### src/rtl/rgbhsl_pkg.sv
package rgbhsl_pkg;

    localparam int CH_W      = 8;    // bits per colour channel
    localparam int PIX_W     = 32;   // packed pixel width
    localparam int DEG_W     = 9;    // degrees 0..511
    localparam int FULL_TURN = 360;
    localparam int DIV_NUM_W = 2 * CH_W;   // holds 255*255
    localparam int DIV_DEN_W = CH_W + 1;   // holds 510

    typedef enum logic [1:0] {
        SEC_RED   = 2'd0,
        SEC_GREEN = 2'd1,
        SEC_BLUE  = 2'd2
    } sector_e;

    // travels beside the saturation divider
    typedef struct packed {
        logic             achrom;
        logic [CH_W-1:0]  light;
        logic [DEG_W-1:0] offset;
    } side_t;

    // travels beside the hue divider
    typedef struct packed {
        sector_e sector;
        logic    neg;
    } hue_tag_t;

    function automatic logic [DEG_W-1:0] sector_base(sector_e s);
        case (s)
            SEC_GREEN: return DEG_W'(120);
            SEC_BLUE:  return DEG_W'(240);
            default:   return '0;
        endcase
    endfunction

    function automatic logic [CH_W-1:0] deg_to_byte(logic [DEG_W-1:0] h);
        logic [DEG_W+CH_W-1:0] w;
        w = {h, {CH_W{1'b0}}};
        return CH_W'(w / (DEG_W+CH_W)'(FULL_TURN));
    endfunction

endpackage

### src/rtl/rgbhsl_front.sv
module rgbhsl_front
    import rgbhsl_pkg::*;
(
    input  logic                 clk,
    input  logic                 rst,
    input  logic                 adv,
    input  logic                 in_vld,
    input  logic [3*CH_W-1:0]    rgb,
    input  logic [DEG_W-1:0]     offset,
    output logic                 vld_q,
    output logic [DIV_NUM_W-1:0] sat_num_q,
    output logic [DIV_DEN_W-1:0] sat_den_q,
    output logic [DIV_NUM_W-1:0] hue_num_q,
    output logic [DIV_DEN_W-1:0] hue_den_q,
    output side_t                side_q,
    output hue_tag_t             htag_q
);

    logic [CH_W-1:0]  r, g, b, mx, mn, hi, lo, mag, delta;
    logic [CH_W:0]    sum;
    sector_e          sec;
    logic             neg;

    always_comb begin
        r = rgb[3*CH_W-1:2*CH_W];
        g = rgb[2*CH_W-1:CH_W];
        b = rgb[CH_W-1:0];
        if (r >= g && r >= b) begin
            sec = SEC_RED;   mx = r; mn = (g < b) ? g : b; hi = g; lo = b;
        end else if (g >= b) begin
            sec = SEC_GREEN; mx = g; mn = (r < b) ? r : b; hi = b; lo = r;
        end else begin
            sec = SEC_BLUE;  mx = b; mn = (r < g) ? r : g; hi = r; lo = g;
        end
        neg   = hi < lo;
        mag   = neg ? lo - hi : hi - lo;
        delta = mx - mn;
        sum   = {1'b0, mx} + {1'b0, mn};
    end

    always_ff @(posedge clk) begin
        if (rst)      vld_q <= 1'b0;
        else if (adv) vld_q <= in_vld;
        if (adv) begin
            sat_num_q     <= DIV_NUM_W'(delta) * DIV_NUM_W'(255);
            sat_den_q     <= sum[CH_W] ? DIV_DEN_W'(510) - sum : sum;
            hue_num_q     <= DIV_NUM_W'(mag) * DIV_NUM_W'(60);
            hue_den_q     <= {1'b0, delta};
            side_q.achrom <= (delta == '0);
            side_q.light  <= sum[CH_W:1];
            side_q.offset <= offset;
            htag_q.sector <= sec;
            htag_q.neg    <= neg;
        end
    end

endmodule

### src/rtl/rgbhsl_div.sv
module rgbhsl_div #(
    parameter int NUM_W = 16,
    parameter int DEN_W = 9,
    parameter int TAG_W = 4
) (
    input  logic             clk,
    input  logic             rst,
    input  logic             adv,
    input  logic             in_vld,
    input  logic [NUM_W-1:0] in_num,
    input  logic [DEN_W-1:0] in_den,
    input  logic [TAG_W-1:0] in_tag,
    output logic             out_vld,
    output logic [NUM_W-1:0] out_quo,
    output logic [TAG_W-1:0] out_tag
);

    typedef struct packed {
        logic             vld;
        logic [DEN_W-1:0] rem;
        logic [NUM_W-1:0] quo;
        logic [NUM_W-1:0] num;
        logic [DEN_W-1:0] den;
        logic [TAG_W-1:0] tag;
    } stage_t;

    stage_t st_in;
    stage_t st_q [1:NUM_W];

    assign st_in = '{vld: in_vld, rem: '0, quo: '0, num: in_num, den: in_den, tag: in_tag};

    // one quotient bit per stage, most significant first
    for (genvar k = 0; k < NUM_W; k++) begin : g_stage
        stage_t         cur;
        logic [DEN_W:0] trial;
        logic           fits;

        if (k == 0) begin : g_first
            assign cur = st_in;
        end else begin : g_rest
            assign cur = st_q[k];
        end

        always_comb begin
            trial = {cur.rem, cur.num[NUM_W-1]};
            fits  = trial >= {1'b0, cur.den};
        end

        always_ff @(posedge clk) begin
            if (rst)      st_q[k+1].vld <= 1'b0;
            else if (adv) st_q[k+1].vld <= cur.vld;
            if (adv) begin
                st_q[k+1].rem <= fits ? DEN_W'(trial - {1'b0, cur.den}) : trial[DEN_W-1:0];
                st_q[k+1].quo <= {cur.quo[NUM_W-2:0], fits};
                st_q[k+1].num <= cur.num << 1;
                st_q[k+1].den <= cur.den;
                st_q[k+1].tag <= cur.tag;
            end
        end

        AST_REM_BELOW_DEN: assert property (@(posedge clk) disable iff (rst)
            (st_q[k+1].vld && st_q[k+1].den != '0) |-> (st_q[k+1].rem < st_q[k+1].den));
    end

    assign out_vld = st_q[NUM_W].vld;
    assign out_quo = st_q[NUM_W].quo;
    assign out_tag = st_q[NUM_W].tag;

endmodule

### src/rtl/rgbhsl_hue.sv
module rgbhsl_hue
    import rgbhsl_pkg::*;
#(
    parameter int QUO_W = DIV_NUM_W
) (
    input  logic             clk,
    input  logic             rst,
    input  logic             adv,
    input  logic             in_vld,
    input  logic [QUO_W-1:0] hue_quo,
    input  hue_tag_t         htag,
    input  logic [QUO_W-1:0] sat_quo,
    input  side_t            side,
    output logic             out_vld,
    output logic [DEG_W-1:0] hue_deg,
    output logic [CH_W-1:0]  sat,
    output logic [CH_W-1:0]  light
);

    localparam int ACC_W = QUO_W + 2;

    logic signed [ACC_W-1:0] base, mag, raw, rot;
    logic [CH_W-1:0]         sat_n;

    always_comb begin
        base = ACC_W'(sector_base(htag.sector));
        mag  = ACC_W'(hue_quo);
        raw  = htag.neg ? base - mag : base + mag;
        if (raw < 0)     raw = raw + ACC_W'(FULL_TURN);
        if (side.achrom) raw = '0;
        rot = raw + ACC_W'(side.offset);
        if (rot >= ACC_W'(FULL_TURN)) rot = rot - ACC_W'(FULL_TURN);
        if (side.achrom)                          sat_n = '0;
        else if (sat_quo > QUO_W'({CH_W{1'b1}}))  sat_n = {CH_W{1'b1}};
        else                                      sat_n = sat_quo[CH_W-1:0];
    end

    always_ff @(posedge clk) begin
        if (rst)      out_vld <= 1'b0;
        else if (adv) out_vld <= in_vld;
        if (adv) begin
            hue_deg <= DEG_W'(rot);
            sat     <= sat_n;
            light   <= side.light;
        end
    end

    AST_SAT_FITS_BYTE: assert property (@(posedge clk) disable iff (rst)
        (in_vld && !side.achrom) |-> (sat_quo <= QUO_W'(255)));
    AST_HUE_WRAPPED: assert property (@(posedge clk) disable iff (rst)
        out_vld |-> (hue_deg < DEG_W'(FULL_TURN)));

endmodule

### src/rtl/rgbhsl_conv.sv
module rgbhsl_conv
    import rgbhsl_pkg::*;
(
    input  logic             clk,
    input  logic             rst,
    input  logic             in_valid,
    output logic             in_ready,
    input  logic [PIX_W-1:0] in_pixel,
    input  logic [DEG_W-1:0] hue_offset,
    output logic             out_valid,
    input  logic             out_ready,
    output logic [PIX_W-1:0] out_pixel
);

    localparam int SIDE_W = $bits(side_t);
    localparam int HTAG_W = $bits(hue_tag_t);

    logic                 adv;
    logic                 f_vld, s_vld, h_vld, fin_vld;
    logic [DIV_NUM_W-1:0] sat_num, hue_num, sat_quo, hue_quo;
    logic [DIV_DEN_W-1:0] sat_den, hue_den;
    side_t                f_side, d_side;
    hue_tag_t             f_htag, d_htag;
    logic [DEG_W-1:0]     fin_deg;
    logic [CH_W-1:0]      fin_sat, fin_light;
    logic                 unused_top_byte;

    // whole pipeline moves together unless a held result is blocked
    assign adv             = !out_valid || out_ready;
    assign in_ready        = adv;
    assign unused_top_byte = ^in_pixel[PIX_W-1:3*CH_W];

    rgbhsl_front front_i (
        .clk(clk), .rst(rst), .adv(adv), .in_vld(in_valid),
        .rgb(in_pixel[3*CH_W-1:0]), .offset(hue_offset),
        .vld_q(f_vld), .sat_num_q(sat_num), .sat_den_q(sat_den),
        .hue_num_q(hue_num), .hue_den_q(hue_den),
        .side_q(f_side), .htag_q(f_htag)
    );

    rgbhsl_div #(.NUM_W(DIV_NUM_W), .DEN_W(DIV_DEN_W), .TAG_W(SIDE_W)) sat_div_i (
        .clk(clk), .rst(rst), .adv(adv), .in_vld(f_vld),
        .in_num(sat_num), .in_den(sat_den), .in_tag(f_side),
        .out_vld(s_vld), .out_quo(sat_quo), .out_tag(d_side)
    );

    rgbhsl_div #(.NUM_W(DIV_NUM_W), .DEN_W(DIV_DEN_W), .TAG_W(HTAG_W)) hue_div_i (
        .clk(clk), .rst(rst), .adv(adv), .in_vld(f_vld),
        .in_num(hue_num), .in_den(hue_den), .in_tag(f_htag),
        .out_vld(h_vld), .out_quo(hue_quo), .out_tag(d_htag)
    );

    rgbhsl_hue #(.QUO_W(DIV_NUM_W)) hue_i (
        .clk(clk), .rst(rst), .adv(adv), .in_vld(s_vld),
        .hue_quo(hue_quo), .htag(d_htag), .sat_quo(sat_quo), .side(d_side),
        .out_vld(fin_vld), .hue_deg(fin_deg), .sat(fin_sat), .light(fin_light)
    );

    always_ff @(posedge clk) begin
        if (rst)      out_valid <= 1'b0;
        else if (adv) out_valid <= fin_vld;
        if (adv) out_pixel <= {{(PIX_W-3*CH_W){1'b0}}, deg_to_byte(fin_deg), fin_sat, fin_light};
    end

    AST_OUT_HELD: assert property (@(posedge clk) disable iff (rst)
        (out_valid && !out_ready) |=> (out_valid && $stable(out_pixel)));
    AST_RESET_CLEARS: assert property (@(posedge clk) disable iff (rst)
        $past(rst) |-> !out_valid);
    AST_DIV_ALIGNED: assert property (@(posedge clk) disable iff (rst)
        s_vld == h_vld);

endmodule

### config.mk
export PLATFORM = sky130hd
export DESIGN_NAME = rgbhsl_conv
export DESIGN_NICKNAME = d
export VERILOG_FILES = /design/src/rtl/rgbhsl_pkg.sv /design/src/rtl/rgbhsl_front.sv /design/src/rtl/rgbhsl_div.sv /design/src/rtl/rgbhsl_hue.sv /design/src/rtl/rgbhsl_conv.sv
export SDC_FILE = /design/constraint.sdc
export NUM_CORES = 2
export LEC_CHECK = 0
export BUFFER_PORTS_ARGS = -buffer_cell sky130_fd_sc_hd__buf_4
export CAP_MARGIN = 30
export CORE_MARGIN = 5
export CORE_UTILIZATION = 31
export CTS_BUF_LIST = sky130_fd_sc_hd__clkbuf_8
export DETAILED_ROUTE_END_ITERATION = 10
export GPL_ROUTABILITY_DRIVEN = 0
export REMOVE_ABC_BUFFERS = 1
export SLEW_MARGIN = 30
export SYNTH_ARGS = -nofsm -noshare
export SYNTH_HDL_FRONTEND = slang
export SYNTH_SLANG_ARGS = --single-unit
### constraint.sdc
create_clock -name clk -period 42.4 [get_ports clk]
set_input_delay 4.24 -clock clk [delete_from_list [all_inputs] [get_ports clk]]
set_output_delay 4.24 -clock clk [all_outputs]
set_load 0.01 [all_outputs]
==> results.toml <==
[floorplan]
core-area_sq_um = 212000
io_pins = 79
initial_core_util_pct = 31.2
rows = 169
dieArea_sq_um = 223000
die_w_microns = 472
dieHeight_microns = 472

[layout]
fill_cells = 20200
design_area_sq_um = 74500
nNetsFinal = 5461
area_delta_synth_final_pct = 12.8
drive_above_1_share_pct = 10.0

[status]
status = "complete, no violations"

[placement]
detailed_place.area_sq_um = 69900
port_buffers = 62
dp_hpwl_microns = 70000

[synth]
yosysTopAreaCell = "edfxtp_1"
netlist_area_sq_um = 66100
synth_warnings = 0
synth_common_cells = "edfxtp_1, inv_1, ha_1"
synth-seq-cells = 1445
synth_most_common_cell = "edfxtp_1"
synth_enable_flop_cells = 1442
yosys-top-cells-area = "edfxtp_1, ha_1, a21oi_1"
syn_area_per_cell_sq_um = 14.1
ys_seq_area_share_pct = 65.6
synth_top_cell_area_share_pct = 65.5
syn_inst = 4702
async_flop_share_pct = 0
synthFlopType = "edfxtp_1"
synthDistinctLibCells = 105

[global_route]
grt.overflow.total = 0
globalRouteTotalUtil_pct = 9.12
grt_pass1_wl_microns = 172000
grt_max_degree = 102
grt_antenna_before_repair = 2
first_global_vias = 36100

[worst_setup_path]
r2r-start = "hue_i.hue_deg[7]"
critPathArrivalTime_ns = 12.90
required_ns = 43.10
max_stage_delay_ns = 0.68
crit_type = "in2reg"
cp_common_cell = "nor2_1"
crit_fanout = 20
r2r_setup_slack_ns = 31.85
endpoint_kind = "flop"
r2r_end = "out_pixel[16]"
r2r_cells = 40
critPathLaunchType = "input port"
crit_slowest_cell = "xor2_1"

[flow_run]
drv_cap = 0

[routing]
initialDrtViolationCount = 2007
wl_per_cell_microns = 12.9
drc = 0
vias = 35200
first_pass_iters = 5
ant_nets = 0
routed_via_density = 4.44
wl_microns = 102000

[clock_network]
cts_resized = 0
postCtsSetupBuffers = 0
cts_tree = "built"
cts_hold_buf = 0
numCtsBuffers = 236
numClockSinks = 1445
path_clk_slew_ns = 0.06
clockBufferDepth = 3
htree_levels = 4
root_buffer = "clkbuf_8"
clk_latency_ns = 0.95

[sta]
hold_violations = 0
drv_slew = 0
setup_violations = 0
clock.fmax_ghz = 0.0820
skew_ns = 0.0767
setup_tns_ns = 0
worst_pin_slew_ns = 0.945
period_minus_slack_ns = 12.20
rsz0062_at_grt = "false"
fin_crit_sh_pct = 28.8
relSlewSlack_pct = 37.0

[min_path]
min_path_cells = 0
min_to = "sat_div_i.st_q[0][425]"
hp-class = "reg2reg"
hold_path.startpoint = "sat_div_i.st_q[0][357]"
==> state kept, by name, summed over array words and instances (netlist names) <==
| signal | cells |
|---|---|
| front_i.htag_q | 3 |
| out_pixel | 24 |
| front_i.side_q | 18 |
| hue_i.sat | 8 |
| hue_i.light | 8 |
| hue_div_i.st_q | 521 |
| front_i.sat_den_q | 9 |
| hue_i.hue_deg | 9 |
| front_i.hue_den_q | 7 |
| front_i.vld_q | 1 |
| front_i.sat_num_q | 15 |
| hue_i.out_vld | 1 |
| out_valid | 1 |
| front_i.hue_num_q | 12 |
| sat_div_i.st_q | 808 |
==> through the flow <==
step,setup WS (ns),utilization [%],std cells,hold WS [ns]
after detailed placement,29.16,33.0,7521,0.405
after CTS,30.25,35.1,7935,0.359
after floorplan,6.30,-,4613,0.400
after global placement,28.61,33.0,7520,0.400
final,30.20,35.1,7942,0.368
after global routing,29.47,35.1,7942,0.378
==> how the worst max path moves through the flow <==
stage | startpoint | end | slack, ns
final | in_pixel[1] | front_i.sat_num_q[15] | 30.20
after global routing | in_pixel[1] | front_i.sat_num_q[15] | 29.47
after CTS | in_pixel[1] | front_i.sat_num_q[15] | 30.25
after detailed placement | in_pixel[1] | front_i.sat_num_q[15] | 29.16
after global placement | in_pixel[1] | front_i.sat_num_q[15] | 28.61
after floorplan | out_ready | in_ready | 6.30
==> per-layer routing <==
layer | wire length (microns) | part of all wire (%) | track usage (%) | up-vias
met3 | 4550 | 4.4 | 2.28 | 247
li1 | - | - | - | 17700
met4 | 3530 | 3.4 | 3.82 | 0
met2 | 50500 | 49 | 15.9 | 592
met5 | 0 | 0 | 0 | -
met1 | 43700 | 43 | 10.8 | 16700
==> kinds of logic (layout without fill, tap and decap cells) <==
kind of cell	count (synthesis)	in the layout	synth area share [%]
buffers and inverters	592	1000	3.48
AO/OA/AOI/OAI	947	947	9.26
other	1	12	0.00567
AND/OR/NAND/NOR	892	892	6.86
multiplexers	88	88	1.44
adder cells (fa/ha/maj)	476	476	9.88
flip-flops	1445	1445	65.6
XOR/XNOR	261	261	3.48
==> layout by cell type, fill, tap and decap left out, types with 9 or more instances in the layout <==
cell and count:
edfxtp_1 1442, inv_1 551, ha_1 398, a21oi_1 396, nor2_1 366, clkbuf_8 236
xnor2_1 191, a21o_1 177, o21ai_0 124, nand2b_1 92, buf_4 83, nor2b_1 78
fa_1 77, nand2_1 70, xor2_1 68, nand4_1 64, clkinv_1 58, nand3_1 50
mux2_2 48, and2_1 47, mux2i_1 38, o21bai_1 38, nor3_1 37, clkinv_2 28
a211oi_1 21, or2_2 18, o211ai_1 17, o31ai_1 15, a31oi_1 14, bufinv_16 13
and3_1 10, a21boi_0 10, o22a_1 10, o211a_1 9
==> critical path: cells and delay by family <==
| family | cells | cell delay [ns] |
|---|---|---|
| compound gates | 14 | 2.64 |
| simple gates | 14 | 1.58 |
| buf+inv | 5 | 0.67 |
| xor+xnor | 2 | 0.80 |
| fa+ha+maj | 6 | 2.41 |
| mux | 1 | 0.55 |
==> cell type report <==
type / count / area (sq um) / area share [%]
antenna: 4 / 10.0 / 0.0134
multi-input combinational: 2672 / 20500 / 27.5
inverter: 496 / 1880 / 2.52
tap: 2821 / 3530 / 4.73
timing repair buffer: 90 / 752 / 1.01
sequential: 1445 / 43400 / 58.2
clock inverter: 178 / 1270 / 1.71
clock buffer: 236 / 3250 / 4.36
Power is left out: the tool's default activity adds up to more than one toggle a clock period on the data nets, which glitch-free logic cannot reach.
